File: src/rtl/i2cEepPkg.sv
package i2cEepPkg;

  typedef enum logic [2:0] {
    S_IDLE, S_CMD, S_ADDR, S_WDATA, S_RDATA, S_HALT
  } phase_t;

  typedef enum logic [1:0] {
    OE_KEEP, OE_ACK, OE_REL, OE_TX
  } oe_op_t;

  typedef struct packed {
    logic   shiftEn;
    logic   loadHi;
    logic   loadLo;
    logic   wrStb;
    logic   rdReq;
    logic   busRel;
    oe_op_t oeOp;
    logic [2:0] txBit;
  } strobe_t;

endpackage

File: src/rtl/i2cEepFilter.sv
module i2cEepFilter #(
  parameter int FILT_LEN = 3
) (
  input  logic clk,
  input  logic rstN,
  input  logic lineIn,
  output logic fOut
);
  localparam int CNT_W = $clog2(FILT_LEN + 1);

  logic s1, s2;
  logic [CNT_W-1:0] agreeCnt;

  always_ff @(posedge clk or negedge rstN) begin
    if (!rstN) begin
      s1 <= 1'b1;
      s2 <= 1'b1;
      fOut <= 1'b1;
      agreeCnt <= '0;
    end else begin
      s1 <= lineIn;
      s2 <= s1;
      if (s2 != fOut) begin
        if (agreeCnt == CNT_W'(FILT_LEN - 1)) begin
          fOut <= s2;
          agreeCnt <= '0;
        end else begin
          agreeCnt <= agreeCnt + 1'b1;
        end
      end else begin
        agreeCnt <= '0;
      end
    end
  end

  // The filtered level only ever moves to a level the synchronised line held
  p_filter_hold_r11: assert property (@(posedge clk) disable iff (!rstN)
    !$stable(fOut) |-> fOut == $past(s2));

endmodule

File: src/rtl/i2cEepCtrl.sv
module i2cEepCtrl
  import i2cEepPkg::*;
(
  input  logic       clk,
  input  logic       rstN,
  input  logic       sclF,
  input  logic       sdaF,
  input  logic       progBusy,
  input  logic [7:0] rxByte,
  output strobe_t    strb,
  output logic       wrCommit
);
  phase_t state, nState;
  logic [3:0] bitCnt, nCnt;
  logic sclP, sdaP, mAck, nMAck, wrPend, nWrPend;
  logic sclRise, sclFall, startEv, stopEv;

  assign sclRise = sclF & ~sclP;
  assign sclFall = ~sclF & sclP;
  assign startEv = sclF & sclP & sdaP & ~sdaF;
  assign stopEv  = sclF & sclP & ~sdaP & sdaF;

  always_comb begin
    strb = '0;
    nState = state;
    nCnt = bitCnt;
    nMAck = mAck;
    nWrPend = wrPend;
    wrCommit = 1'b0;
    if (startEv) begin
      nState = S_CMD;
      nCnt = '0;
      nWrPend = 1'b0;
      strb.busRel = 1'b1;
    end else if (stopEv) begin
      wrCommit = (state == S_WDATA) && wrPend;
      nState = S_IDLE;
      nWrPend = 1'b0;
      strb.busRel = 1'b1;
    end else if (state != S_IDLE && state != S_HALT) begin
      if (sclRise) begin
        if (bitCnt < 4'd8) strb.shiftEn = 1'b1;
        if (bitCnt == 4'd8 && state == S_RDATA) begin
          nMAck = ~sdaF;
          strb.rdReq = ~sdaF;
        end
        if (bitCnt < 4'd9) nCnt = bitCnt + 4'd1;
      end else if (sclFall) begin
        if (bitCnt == 4'd8) begin
          case (state)
            S_CMD: begin
              if (rxByte[7:4] == 4'b1010 && !progBusy) begin
                strb.oeOp = OE_ACK;
                strb.rdReq = rxByte[0];
                strb.loadHi = ~rxByte[0];
              end else begin
                nState = S_HALT;
              end
            end
            S_ADDR: begin
              strb.oeOp = OE_ACK;
              strb.loadLo = 1'b1;
            end
            S_WDATA: begin
              strb.oeOp = OE_ACK;
              strb.wrStb = 1'b1;
              nWrPend = 1'b1;
            end
            default: strb.oeOp = OE_REL;
          endcase
        end else if (bitCnt == 4'd9) begin
          nCnt = '0;
          strb.oeOp = OE_REL;
          case (state)
            S_CMD: begin
              nState = rxByte[0] ? S_RDATA : S_ADDR;
              if (rxByte[0]) begin
                strb.oeOp = OE_TX;
                strb.txBit = 3'd7;
              end
            end
            S_ADDR: nState = S_WDATA;
            S_RDATA: begin
              if (mAck) begin
                strb.oeOp = OE_TX;
                strb.txBit = 3'd7;
              end else begin
                nState = S_HALT;
              end
            end
            default: ;
          endcase
        end else if (bitCnt != 4'd0 && state == S_RDATA) begin
          strb.oeOp = OE_TX;
          strb.txBit = 3'd7 - bitCnt[2:0];
        end
      end
    end
  end

  always_ff @(posedge clk or negedge rstN) begin
    if (!rstN) begin
      state <= S_IDLE;
      bitCnt <= '0;
      sclP <= 1'b1;
      sdaP <= 1'b1;
      mAck <= 1'b0;
      wrPend <= 1'b0;
    end else begin
      state <= nState;
      bitCnt <= nCnt;
      sclP <= sclF;
      sdaP <= sdaF;
      mAck <= nMAck;
      wrPend <= nWrPend;
    end
  end

  // a refused or finished transaction stays silent until the next START
  p_halt_quiet_r2: assert property (@(posedge clk) disable iff (!rstN)
    (state == S_HALT) |-> (!strb.wrStb && !strb.rdReq && strb.oeOp == OE_KEEP));

  // a command completed while programming is busy is refused
  p_busy_refuse_r3: assert property (@(posedge clk) disable iff (!rstN)
    (progBusy && state == S_CMD && sclFall && bitCnt == 4'd8 && !startEv && !stopEv)
      |=> state == S_HALT);

  // the commit request is a single pulse
  p_commit_single_r6: assert property (@(posedge clk) disable iff (!rstN)
    wrCommit |=> !wrCommit);

endmodule

File: src/rtl/i2cEepPath.sv
module i2cEepPath
  import i2cEepPkg::*;
#(
  parameter int ADDR_W  = 11,
  parameter int DRV_DLY = 4
) (
  input  logic              clk,
  input  logic              rstN,
  input  strobe_t           strb,
  input  logic              sdaF,
  input  logic [7:0]        rdData,
  output logic [7:0]        rxByte,
  output logic [ADDR_W-1:0] addrCnt,
  output logic              sdaOe
);
  localparam int HI_W  = ADDR_W - 8;
  localparam int DLY_W = $clog2(DRV_DLY + 1);

  logic [HI_W-1:0]  addrHi;
  logic [7:0]       txReg;
  logic             rdPend, drvPend;
  oe_op_t           pendOp;
  logic [2:0]       pendBit;
  logic [DLY_W-1:0] dlyCnt;

  always_ff @(posedge clk or negedge rstN) begin
    if (!rstN) begin
      rxByte <= '0;
      addrHi <= '0;
      addrCnt <= '0;
      txReg <= '0;
      rdPend <= 1'b0;
    end else begin
      if (strb.shiftEn) rxByte <= {rxByte[6:0], sdaF};
      if (strb.loadHi) addrHi <= rxByte[HI_W:1];
      if (strb.loadLo) addrCnt <= {addrHi, rxByte};
      else if (strb.wrStb) addrCnt[3:0] <= addrCnt[3:0] + 4'd1;
      else if (strb.rdReq) addrCnt <= addrCnt + 1'b1;
      rdPend <= strb.rdReq;
      if (rdPend) txReg <= rdData;
    end
  end

  // Data-wire changes are held back a fixed number of clocks after the clock fall
  always_ff @(posedge clk or negedge rstN) begin
    if (!rstN) begin
      sdaOe <= 1'b0;
      drvPend <= 1'b0;
      pendOp <= OE_KEEP;
      pendBit <= '0;
      dlyCnt <= '0;
    end else if (strb.busRel) begin
      sdaOe <= 1'b0;
      drvPend <= 1'b0;
    end else if (strb.oeOp != OE_KEEP) begin
      drvPend <= 1'b1;
      pendOp <= strb.oeOp;
      pendBit <= strb.txBit;
      dlyCnt <= DLY_W'(DRV_DLY - 1);
    end else if (drvPend) begin
      if (dlyCnt == '0) begin
        drvPend <= 1'b0;
        case (pendOp)
          OE_ACK:  sdaOe <= 1'b1;
          OE_TX:   sdaOe <= ~txReg[pendBit];
          default: sdaOe <= 1'b0;
        endcase
      end else begin
        dlyCnt <= dlyCnt - 1'b1;
      end
    end
  end

  // page writes never move the page part of the address
  p_page_wrap_r5: assert property (@(posedge clk) disable iff (!rstN)
    (strb.wrStb && !strb.loadLo) |=> $stable(addrCnt[ADDR_W-1:4]));

endmodule

File: src/rtl/i2cEepromSlave.sv
module i2cEepromSlave
  import i2cEepPkg::*;
#(
  parameter int ADDR_W   = 11,
  parameter int FILT_LEN = 3,
  parameter int DRV_DLY  = 4
) (
  input  logic              clk,
  input  logic              rstN,
  input  logic              sclIn,
  input  logic              sdaIn,
  output logic              sdaOe,
  input  logic              progBusy,
  output logic [7:0]        wrByte,
  output logic [ADDR_W-1:0] wrAddr,
  output logic              wrStrobe,
  output logic              wrCommit,
  output logic [ADDR_W-1:0] rdAddr,
  output logic              rdEn,
  input  logic [7:0]        rdData
);
  localparam int N_LINES = 2;

  logic [N_LINES-1:0] rawLines, fLines;
  strobe_t strb;
  logic [7:0] rxByte;
  logic [ADDR_W-1:0] addrCnt;

  assign rawLines = {sdaIn, sclIn};

  for (genvar i = 0; i < N_LINES; i++) begin : g_filt
    i2cEepFilter #(.FILT_LEN(FILT_LEN)) u_filt (
      .clk(clk), .rstN(rstN), .lineIn(rawLines[i]), .fOut(fLines[i])
    );
  end

  i2cEepCtrl u_ctrl (
    .clk(clk), .rstN(rstN), .sclF(fLines[0]), .sdaF(fLines[1]),
    .progBusy(progBusy), .rxByte(rxByte), .strb(strb), .wrCommit(wrCommit)
  );

  i2cEepPath #(.ADDR_W(ADDR_W), .DRV_DLY(DRV_DLY)) u_path (
    .clk(clk), .rstN(rstN), .strb(strb), .sdaF(fLines[1]), .rdData(rdData),
    .rxByte(rxByte), .addrCnt(addrCnt), .sdaOe(sdaOe)
  );

  assign wrByte   = rxByte;
  assign wrAddr   = addrCnt;
  assign wrStrobe = strb.wrStb;
  assign rdAddr   = addrCnt;
  assign rdEn     = strb.rdReq;

endmodule

File: config.mk
export PLATFORM = sky130hd
export DESIGN_NAME = i2cEepromSlave
export DESIGN_NICKNAME = d
export VERILOG_FILES = /design/src/rtl/i2cEepPkg.sv /design/src/rtl/i2cEepFilter.sv /design/src/rtl/i2cEepCtrl.sv /design/src/rtl/i2cEepPath.sv /design/src/rtl/i2cEepromSlave.sv
export SDC_FILE = /design/constraint.sdc
export NUM_CORES = 1
export LEC_CHECK = 0
export BUFFER_PORTS_ARGS = -buffer_cell sky130_fd_sc_hd__buf_4
export CORE_MARGIN = 1.5
export CORE_UTILIZATION = 50
export DETAILED_ROUTE_END_ITERATION = 8
export GPL_TIMING_DRIVEN = 0
export HOLD_SLACK_MARGIN = 0.03
export PLACE_DENSITY = 0.7
export RECOVER_POWER = 50
export SYNTH_ARGS = -nofsm -noshare
export SYNTH_HDL_FRONTEND = slang
export SYNTH_SLANG_ARGS = --single-unit
File: constraint.sdc
create_clock -name clk -period 5.1 [get_ports clk]
set_input_delay 0.51 -clock clk [delete_from_list [all_inputs] [get_ports clk]]
set_output_delay 0.51 -clock clk [all_outputs]
set_load 0.01 [all_outputs]
### After elaboration in Yosys (flattened, before gate mapping)

Cells that the tools add are included.

* bits in registers: 62
* input bits: 13

* bitwise logic cells: 16
* order comparisons: 3
* eq/ne operators: 25
* mux-type cells: 83
* reductions and logical operators: 34
* add/subtract/negate cells: 7

Operator list (count)
* 4-bit 2-to-1 mux: 13
* 5-bit 2-to-1 mux: 10
* 3-bit 2-to-1 mux: 16
* 1-bit 2-to-1 mux: 31
* 3-bit nonzero test: 8
* 11-bit 2-to-1 mux: 2
* 4-bit equality test (second input constant): 3
* 2-bit nonzero test: 6
* 11-bit by 1-bit adder with 11-bit output (second input constant): 1
* 2-bit 2-to-1 mux: 5
* 5-bit one-hot mux with 2 select lines: 1
* 5-bit AND reduction: 2
* 3-bit != test (second input constant): 3
* 1-bit NOT: 9
* 3-bit one-hot mux with 3 select lines: 1
* 4-bit by 1-bit adder with 4-bit output (second input constant): 2
* 4-bit less-than comparator (second input constant): 2
* 4-bit by 2-bit != test with 1-bit output (second input constant): 2
* 2-bit AND reduction: 4
* 8-bit AND reduction: 1
* 4-bit nonzero test: 2
* 1-bit AND: 7
* 7-bit 2-to-1 mux: 1
* 2-bit equality test (second input constant): 3
* other kinds (23): 33

### Depth between registers and ports, before layout

Gate-level depths: netlist of the first run.

* depth in word-level cells: 13
* gate-level depth with buffers: 8
* mapped depth without buffers: 7

### By module

From an unflattened synthesis of the first run, not the netlist that was laid out.

* cells, all modules: 304
* area, all modules: 3263.1 um^2

Modules (own cells, without submodules)
* i2cEepPath: times used 1, cells each 149, area an instance 1846.8 um^2
* i2cEepCtrl: times used 1, cells each 124, area an instance 975.9 um^2
* i2cEepFilter: times used 2, cells each 10, area an instance 178.9 um^2
* i2cEepromSlave: times used 1, cells each 11, area an instance 82.6 um^2

### Least setup slack after synthesis of the first run

Ideal clock, no wire load.

* path type: register to output
* start: reg u_ctrl.bitCnt[1]
* end: out rdEn
* arrival time: 1.318 ns
* data required time: 4.590 ns
* path slack: 3.272 ns
* cell stages (with the launch flop): 7
* buffers on the path: 1
* cell sequence: dfrtp_1 -> inv_1 -> ha_1 -> and3b_1 -> buf_6 -> nand4b_4 -> nand2_1

* longest elaborated chain between the ends: 7
* elaborated cells between the ends (all ways): 9
* classes of those cells: eq/ne: 1; mux: 7; reduce/logical: 1

Ends and longest elaborated chain
* from (decl): line i2cEepCtrl.sv:14 `logic [3:0] bitCnt, nCnt;`
* from (signal assigned): line i2cEepCtrl.sv:111 `bitCnt <= nCnt;`
* 4-bit equality test *: line i2cEepCtrl.sv:43, i2cEepCtrl.sv:49
* 4-bit 2-to-1 mux or 1-bit logical AND (tied branches): line i2cEepCtrl.sv:49, i2cEepCtrl.sv:43
* 4-bit 2-to-1 mux or 1-bit 2-to-1 mux (tied branches): line i2cEepCtrl.sv:48, i2cEepCtrl.sv:43
* 1-bit 2-to-1 mux *: line i2cEepCtrl.sv:41 `if (sclRise) begin`
* 5-bit 2-to-1 mux *: line i2cEepCtrl.sv:40 `end else if (state != S_IDLE && state != S_HALT) begin`
* 5-bit 2-to-1 mux *: line i2cEepCtrl.sv:35 `end else if (stopEv) begin`
* 5-bit 2-to-1 mux *: line i2cEepCtrl.sv:30 `if (startEv) begin`
* to (decl): line i2cEepromSlave.sv:19 `output logic rdEn,`

Mark *: on every way between the ends. The rest lies on a longest branch, timed or not.

==> flow_summary_export.csv, run 1 <==
group,metric,value,unit
run_status,status,"complete, but fails checks",
run_status,violations,"max-capacitance violations, max-slew violations",
yosys,syn_avg_cell_area,11.37,sq um
placement,gp_congestion,0.8407,
timing,drv_slew,63,
timing,hold-worst-slack,276.1,ps
floorplanning,start_util,51.80,%
clock_network,hold_buffers,0,
timing,period_share,59.50,%
drt,routed-via-count,2358,
placement,dp_slack,2993,ps
final_layout,area_growth,19.74,%
worst_hold_path,hp-class,"in -> reg",
critical_path,arrival,2770,ps
final_layout,drive_above_1_share,36.54,%
critical_path,cp.required,4830,ps
floorplanning,fp-row-count,29,
yosys,synth.distinct_cells,56,
critical_path,cp_top_family,"buffers and inverters",
yosys,ys_seq_elements,62,
yosys,ys_async_sr_fraction,100.0,%
drt,via_per_inst,5.484,
yosys,syn_inst,291,
timing,fin_skew,6.668,ps
floorplanning,dieArea,7113,sq um
global_routing,grt_pass1_wl,11.16,mm
final_layout,fin_nets,367,
timing,tns,0,ps
final_layout,fillers,525,
clock_network,clk_pin_slew_worst_paths,60,ps
yosys,synth_area_leaders,"dfrtp_1, mux2_2, dfstp_2",
critical_path,endpoint_kind,"async pin",
floorplanning,coreArea,6386,sq um
critical_path,path_class,"in -> async",
yosys,netlist_area,3308,sq um
global_routing,grt_max_degree,63,
timing,setup_ws,2066,ps
critical_path,worstPathCellList,"clkbuf_1",
power_and_ir_drop,peakVddDrop,0.2963,mV
timing,setup_viol,0,
critical_path,slowest_stage,"clkbuf_1",
critical_path,crit_buf_inv,1,
floorplanning,fp.dieH,84.34,microns
drt,drc,0,
drt,first_pass_iters,4,
critical_path,slowest_delay,2230,ps
floorplanning,ioPinCount,47,
run,maxCapViolCount,1,
clock_network,cts_buffers,9,
floorplanning,dieWidth,84.34,microns
drt,wirelength,6.547,mm
clock_network,cts_tree,"built",
timing,final.min_clock_period,3034,ps
yosys,yosys_warnings,0,
final_layout,final_area,3961,sq um
critical_path,cp-start-kind,"input port",
final_layout,diodes,0,
clock_network,cts_root_buf,"clkbuf_8",
final_layout,register_area,1562,sq um
global_routing,gr-usage-all-layers,20.04,%
clock_network,cts_buffer_depth,2,
yosys,synth.top_cell.area_share,40.85,%
clock_network,cts_setup_buffers,0,
clock_network,clock_sinks,62,
placement,dpl_cell_area,3750,sq um
yosys,synth.largest_area_cell,"dfrtp_1",
clock_network,worstSkewPairLatency,340,ps
power_and_ir_drop,pwr_density_cell,468.7,nW/um^2
drt,drt_iter0_markers,183,
yosys,synth_edf_count,0,
clock_network,postCtsResizedCells,0,
global_routing,grt_pass1_vias,2248,
yosys,synthFlopType,"dfrtp_1",
power_and_ir_drop,leakage,0.001797,uW
yosys,synthTopCellsByCount,"dfrtp_1, mux2_2, nand2_1, o21ai_0, xnor2_1",
clock_network,htreeDepth,3,
yosys,syn-num-nets,310,
final_layout,multi_input_area,1543,sq um
drt,routedWlPerCell,15.23,microns
timing,slew_headroom,-113.9,%
placement,port_buffers,46,
timing,fmax,329.6,MHz
timing,grt_setup_unrepaired,"false",
drt,postRouteAntennaNets,0,
placement,dpl.hpwl,4.686,mm
global_routing,grt_overflow,0,
timing,tightest_slew,3208,ps
yosys,seq_area_frac_synth,47.20,%
timing,hold_viol,0,
critical_path,cp_max_fo,62,
yosys,yosysMostFrequentCell,"dfrtp_1",
global_routing,antenna_found_initial,0,
## final timing paths
| path | start | to | slack, ps | cells after the start |
|---|---|---|---|---|
| max in group clk | g_filt[0].u_filt.fOut | wrCommit | 2630 | 4 |
| worst min-delay path | sclIn | g_filt[0].u_filt.s1 | 280 | 1 |
| worst min register to register | g_filt[1].u_filt.s1 | g_filt[1].u_filt.s2 | 350 | 0 |
| min in group asynchronous | rstN | u_ctrl.state[0] | 1240 | 1 |
| worst max-delay path | rstN | u_path.addrCnt[0] | 2070 | 1 |
| worst max register to register | u_ctrl.bitCnt[0] | u_ctrl.state[1] | 3030 | 7 |
## metrics by stage
step	cells	total power [uW]	util, %
detailed placement	414	1396	58.72
CTS	430	1872	62.09
finish	430	1857	62.03
global route	430	1986	62.03
floorplan	291	1208	-
global placement	414	1376	58.72
## registers in the layout, summed over array words and instances (netlist names)
signal                  cells
u_ctrl.sdaP                 1
u_ctrl.mAck                 1
u_path.sdaOe                1
u_path.txReg                8
u_path.addrHi               3
u_ctrl.bitCnt               4
u_path.dlyCnt               3
u_path.drvPend              1
g_filt.u_filt.agreeCnt      4
u_path.pendOp               2
u_path.addrCnt             11
u_ctrl.wrPend               1
u_path.pendBit              3
g_filt.u_filt.s2            2
u_path.rdPend               1
u_ctrl.state                3
g_filt.u_filt.s1            2
u_path.rxByte               8
u_ctrl.sclP                 1
g_filt.u_filt.fOut          2
## logic make-up (layout without fill, tap and decap cells)
kind of cell,Yosys count,in the layout,share of synthesized area (%)
DFF,62,62,47.20
muxes,26,26,9.493
buffers and inverters,33,95,6.165
AOI/OAI and AO/OA,65,65,14.64
xor gates and xnor gates,14,14,3.707
adders and majority gates,6,6,2.269
and+or+nand+nor,85,85,16.53
## metal layers
metal	track usage (%)	vias to the layer above	routed length, microns	share of wire [%]
met4	6.158	0	72	1.1
met1	29.31	1149	3211	49
met2	28.87	43	2981	46
li1	-	1160	-	-
met5	0	-	0	0
met3	5.998	6	281	4.3
## report_power, final
group / internal, uW / switching, uW / total [uW]
Combinational: 318 / 326 / 645
Sequential: 618 / 124 / 742
Clock: 287 / 183 / 470
## cell usage in the layout, fill, tap and decap left out, drive strengths merged, types with 2 or more instances in the layout
master   n
nor3b    9
a31o     2
nand4    5
and3b    2
a22oi    2
and4bb   3
ha       6
a22o     5
inv     13
clkinv   2
nand2b   5
o21ai   18
mux4     2
nand3    8
nand3b   2
dfrtp   54
dfstp    8
a211oi   9
nor3     6
bufinv   2
mux2    23
and3     2
o311ai   2
nand2   19
a21boi   2
nor2b    5
a21oi   12
buf     61
o211ai   3
clkbuf  17
xnor2   14
a31oi    3
nor2    14
## area by class of cell
cell class                      instances  area share, %
Timing Repair Buffer                   46          8.623
Inverter                               13          1.232
Tap cell                               77          2.432
Clock inverter                          4          1.769
Buffer                                 20          3.917
Sequential cell                        62          39.42
Clock buffer                           12          3.664
Multi-Input combinational cell        196          38.95
(Power assumes the default switching activity.)
==> run 2, diff against run 1 <==
clock period = 2.9 ns   (was 5.1 ns; I/O delays follow)
==> run 2 against run 1 <==
  * The flow now finishes without violations
  * Critical endpoint is now wrCommit
  * Global-route usage stayed put
  * Power is 76% higher
  * Critical path type is now reg -> out
  * Design area is 0.16% lower
  * Sequential share of layout area is 0.062 points higher
  * Clock power is 76% higher
  * Combinational power is 75% higher
==> flow_summary_export.csv, run 2 (synthesis results as in run 1) <==
group,metric,value,unit
run_status,status,"finished clean",
clock_network,worstSkewPairLatency,340,ps
critical_path,worstPathCellList,"nand2_1, nor3b_1, and4_1, buf_4",
clock_network,cts_tree,"built",
critical_path,rrSetupSlack,830,ps
floorplanning,ioPinCount,47,
run,maxCapViolCount,0,
final_layout,diodes,0,
power_and_ir_drop,netSwitchingFraction,34.14,%
timing,period_share,77.61,%
critical_path,slowest_delay,650,ps
global_routing,grt_max_degree,63,
timing,setup_viol,0,
clock_network,clock_sinks,62,
final_layout,post-route-util,61.93,%
global_routing,grt_pass1_vias,2248,
critical_path,cp.required,2610,ps
global_routing,antenna_found_initial,0,
clock_network,cts_root_buf,"clkbuf_8",
clock_network,cts_setup_buffers,0,
placement,gp_congestion,0.8407,
drt,drc,0,
placement,port_buffers,46,
floorplanning,coreArea,6386,sq um
critical_path,arrival,1960,ps
timing,hold_viol,0,
critical_path,path_class,"reg -> out",
final_layout,final_cells,430,
power_and_ir_drop,leakage,0.001793,uW
timing,slew_headroom,0.2648,%
critical_path,cp_top_family,"simple AND/OR/NAND/NOR gates",
critical_path,slowest_stage,"dfstp_1",
clock_network,hold_buffers,0,
final_layout,multi_input_area,1543,sq um
drt,via_per_inst,5.479,
final_layout,largest_reg_flops,11,
timing,fin_skew,6.778,ps
floorplanning,fp-row-count,29,
timing,final.min_clock_period,2251,ps
clock_network,cts_buffers,9,
clock_network,cts_buffer_depth,2,
timing,tns,0,ps
drt,first_pass_iters,4,
clock_network,htreeDepth,3,
clock_network,postCtsResizedCells,0,
placement,dpl.hpwl,4.686,mm
power_and_ir_drop,peakVddDrop,0.5205,mV
critical_path,cp_max_fo,9,
timing,tightest_slew,1496,ps
critical_path,cp-start-kind,"flop",
drt,wirelength,6.549,mm
timing,fmax,444.3,MHz
final_layout,largestRegisters,"u_path.addrCnt (11), u_path.rxByte (8), u_path.txReg (8)",
final_layout,fin_nets,367,
clock_network,clk_pin_slew_worst_paths,60,ps
final_layout,fillers,525,
drt,routed-via-count,2356,
drt,drt_iter0_markers,183,
power_and_ir_drop,combPwrFrac,34.6,%
timing,grt_setup_unrepaired,"false",
critical_path,crit_buf_inv,1,
floorplanning,dieWidth,84.34,microns
final_layout,regMostFlops,"u_path.addrCnt",
power_and_ir_drop,p_sw,1113,uW
global_routing,gr-usage-all-layers,20.04,%
placement,post-place-cells,414,
power_and_ir_drop,pwr-share-seq,40.0,%
final_layout,final_cell_mix,"buf_4, dfrtp_1, mux2_2, nand2_1, o21ai_0",
floorplanning,start_util,51.80,%
floorplanning,fp.dieH,84.34,microns
final_layout,area_growth,19.55,%
final_layout,drive_above_1_share,36.26,%
global_routing,grt_overflow,0,
critical_path,endpoint_kind,"primary output",
power_and_ir_drop,p_int,2148,uW
drt,routedWlPerCell,15.23,microns
drt,postRouteAntennaNets,0,
final_layout,register_area,1562,sq um
power_and_ir_drop,clkPwrFrac,25.3,%
floorplanning,dieArea,7113,sq um
timing,drv_slew,0,
worst_hold_path,hp-class,"in -> reg",
power_and_ir_drop,pwr_density_cell,824.5,nW/um^2
global_routing,grt_pass1_wl,11.16,mm
==> run 2: changes by cell type in the layout (fill, tap and decap cells not counted), sizes merged <==
cell    delta
clkbuf     +2
buf        -2
==> run 2: worst reg2reg max path: stages (launching register included) <==
cell	delay, ps
dfrtp_1	430
inv_1	70
ha_1	240
and4bb_2	360
o311ai_0	200
nor3_1	350
mux2i_1	230
nor2_1	70
==> run 2: metrics by stage <==
step / hold WS [ps] / instance area, sq um / worst slack (ps) / total power (uW)
4_1_cts: 37.84 / 3965 / 644.6 / 3293
2_1_floorplan: -5.591 / 3308 / 1081 / 2125
5_1_grt: 34.00 / 3955 / 478.8 / 3489
6_report: 56.75 / 3955 / 649.3 / 3261
3_3_place_gp: 348.7 / 3750 / 871.3 / 2420
3_5_place_dp: 350.4 / 3750 / 851.1 / 2455
==> run 2: worst paths after layout <==
path                                  startpoint                   to  cells after the start
max                        g_filt[0].u_filt.fOut             wrCommit                      4
min                                        sclIn  g_filt[0].u_filt.s1                      1
max reg2reg                     u_ctrl.bitCnt[0]      u_ctrl.state[1]                      7
min reg2reg                  g_filt[1].u_filt.s1  g_filt[1].u_filt.s2                      0
max in group asynchronous                   rstN    u_path.addrCnt[0]                      1
min in group asynchronous                   rstN      u_ctrl.state[0]                      1
==> run 2: layout make-up <==
cell class,instances,share of cell area [%]
inverter,13,1.234
clock inverter,4,1.772
sequential,62,39.48
clock buffer,12,3.670
timing repair buffer,46,8.478
tap,77,2.436
multi-input combinational,196,39.01
buffer,20,3.923
==> run 2: power groups by stage <==
| stage | combinational, uW | clock (uW) | sequential [uW] |
|---|---|---|---|
| 6_report | 1130 | 826 | 1300 |
| 5_1_grt | 1260 | 890 | 1340 |
| 4_1_cts | 1140 | 848 | 1310 |
| 3_5_place_dp | 1130 | 0 | 1320 |
| 3_3_place_gp | 1110 | 0 | 1310 |
| 2_1_floorplan | 842 | 0 | 1280 |
==> run 2: routing by layer <==
layer,global-route usage [%],vias up,routed length (microns)
met5,0,-,0
met4,6.158,0,72
met3,5.998,6,249
met2,28.87,41,3017
met1,29.31,1149,3209
li1,-,1160,-
==> run 3, diff against run 2 <==
PLACE_DENSITY = 0.73   (was 0.7)
clock period = 2 ns   (was 2.9 ns; I/O delays follow)
==> run 3 against run 2 <==
  * Clock power grew 54%
  * Die area is the same
  * Setup slack lost 600 ps
  * Design area grew 6.1%
  * Sequential power grew 48%
  * Largest power group unchanged
  * Clock skew is essentially flat
  * Global-route usage shrank 0.26 points
  * Register-to-register slack lost 780 ps
==> flow_summary_export.csv, run 3 (synthesis results as in run 1) <==
group,metric,value,unit
run_status,status,"finished clean",
power_and_ir_drop,peakVddDrop,0.8268,mV
drt,via_per_inst,5.617,
clock_network,worstSkewPairLatency,340,ps
floorplanning,start_util,51.80,%
final_layout,multi_input_area,1622,sq um
timing,fin_skew,7.130,ps
drt,routed-via-count,2505,
global_routing,grt_max_degree,63,
clock_network,cts_buffer_depth,2,
timing,hold_viol,0,
clock_network,htreeDepth,3,
final_layout,fin_nets,383,
timing,tns,0,ps
clock_network,clock_sinks,62,
run,maxCapViolCount,0,
final_layout,largestRegisters,"u_path.addrCnt (11), u_path.rxByte (8), u_path.txReg (8)",
floorplanning,fp-row-count,29,
clock_network,cts_buffers,9,
final_layout,largest_reg_flops,11,
global_routing,grt.met1_usage,28.39,%
global_routing,grt_overflow,0,
timing,period_share,97.74,%
drt,routedWlPerCell,15.68,microns
drt,drt_iter0_markers,219,
placement,gp_congestion,0.8515,
critical_path,cp.required,2230,ps
power_and_ir_drop,pwr_density_cell,1180,nW/um^2
timing,hold-worst-slack,89.08,ps
placement,dpl.hpwl,4.696,mm
floorplanning,dieWidth,84.34,microns
final_layout,register_area,1562,sq um
floorplanning,ioPinCount,47,
global_routing,grt_pass1_wl,11.16,mm
final_layout,regMostFlops,"u_path.addrCnt",
global_routing,grt-busiest-layer,"met2",
floorplanning,dieArea,7113,sq um
critical_path,cp-start-kind,"flop",
global_routing,grt_pass1_vias,2335,
timing,slew_headroom,2.430,%
critical_path,cp_max_fo,6,
timing,final.min_clock_period,1955,ps
clock_network,cts_root_buf,"clkbuf_8",
worst_hold_path,hp-class,"in -> reg",
placement,port_buffers,46,
final_layout,diodes,0,
floorplanning,coreArea,6386,sq um
clock_network,cts_tree,"built",
critical_path,arrival,2180,ps
final_layout,layout_commonest_cell,"buf_4",
global_routing,use_met2,29.67,%
timing,tightest_slew,1464,ps
global_routing,antenna_found_initial,0,
drt,wirelength,6.992,mm
critical_path,path_class,"reg -> reg",
global_routing,gr-usage-all-layers,19.77,%
final_layout,drive_above_1_share,41.46,%
timing,drv_slew,0,
critical_path,endpoint_kind,"flop",
final_layout,fillers,503,
clock_network,clk_pin_slew_worst_paths,70,ps
final_layout,area_growth,26.89,%
global_routing,grtUsageMet3,3.835,%
timing,fmax,511.6,MHz
timing,setup_viol,0,
floorplanning,fp.dieH,84.34,microns
power_and_ir_drop,leakage,0.001895,uW
timing,grt_setup_unrepaired,"true",
drt,postRouteAntennaNets,0,
drt,first_pass_iters,5,
drt,drc,0,
final_layout,final_cell_mix,"buf_4, dfrtp_1, mux2_2, nand2_1",
==> run 3: metal layers <==
metal	part of all wire, %	vias to the layer above
met2	46	73
li1	-	1187
met1	47	1228
met4	2.0	0
met3	4.9	17
met5	0	-
==> run 3: report_power, final <==
part           leakage (uW)  internal, uW  switching, uW
registers          0.000743          1580            338
logic               0.00104           881            888
clock network      0.000116           769            498
==> run 3: final cells by class <==
type                       count  share of cell area [%]
buffer                        19                   3.756
clock buffer                  11                   3.607
sequential                    62                   37.20
timing repair buffer          63                   11.42
clock inverter                 5                   1.937
tap                           77                   2.295
inverter                      13                   1.162
multi-input combinational    196                   38.63
==> run 3: worst paths after layout <==
check | endpoint | start | slack (ps) | cells past startpoint
setup / recovery | u_path.addrCnt[10] | u_ctrl.bitCnt[1] | 50 | 9
max in group asynchronous | u_path.addrCnt[6] | rstN | 390 | 2
setup reg to reg | u_path.addrCnt[10] | u_ctrl.bitCnt[1] | 50 | 9
hold reg to reg | g_filt[0].u_filt.s2 | g_filt[0].u_filt.s1 | 360 | 0
hold / removal | u_path.txReg[7] | rdData[7] | 90 | 2
min in group asynchronous | u_ctrl.bitCnt[1] | rstN | 750 | 2
==> run 3: stage by stage <==
| step | utilization (%) | setup WS (ps) | power [uW] | std cells | instance area (sq um) |
|---|---|---|---|---|---|
| 2_1_floorplan | - | 180.7 | 3081 | 291 | 3308 |
| 3_3_place_gp | 58.72 | 0.7641 | 3504 | 414 | 3750 |
| 3_5_place_dp | 58.72 | -44.94 | 3563 | 414 | 3750 |
| 4_1_cts | 63.73 | 6.651 | 4894 | 437 | 4070 |
| 5_1_grt | 65.73 | -66.58 | 5242 | 446 | 4198 |
| 6_report | 65.73 | 45.29 | 4952 | 446 | 4198 |
==> run 3: repair_timing <==
item	4_1_cts	5_1_grt
hold endpoints to repair	56	0
pin swaps	1	5
gates resized for setup	7	21
hold buffers	3	0
cloned	0	1
endpoints found under the setup margin	5	17
buffers inserted	4	9
==> run 3: worst max-delay path: stages (launching register included) <==
cell and delay (ps):
dfrtp_1 410, inv_2 100, ha_4 150, and3b_2 210, buf_6 140, nand4_4 150
buf_6 180, a211oi_2 250, xnor2_1 150, a21oi_1 80
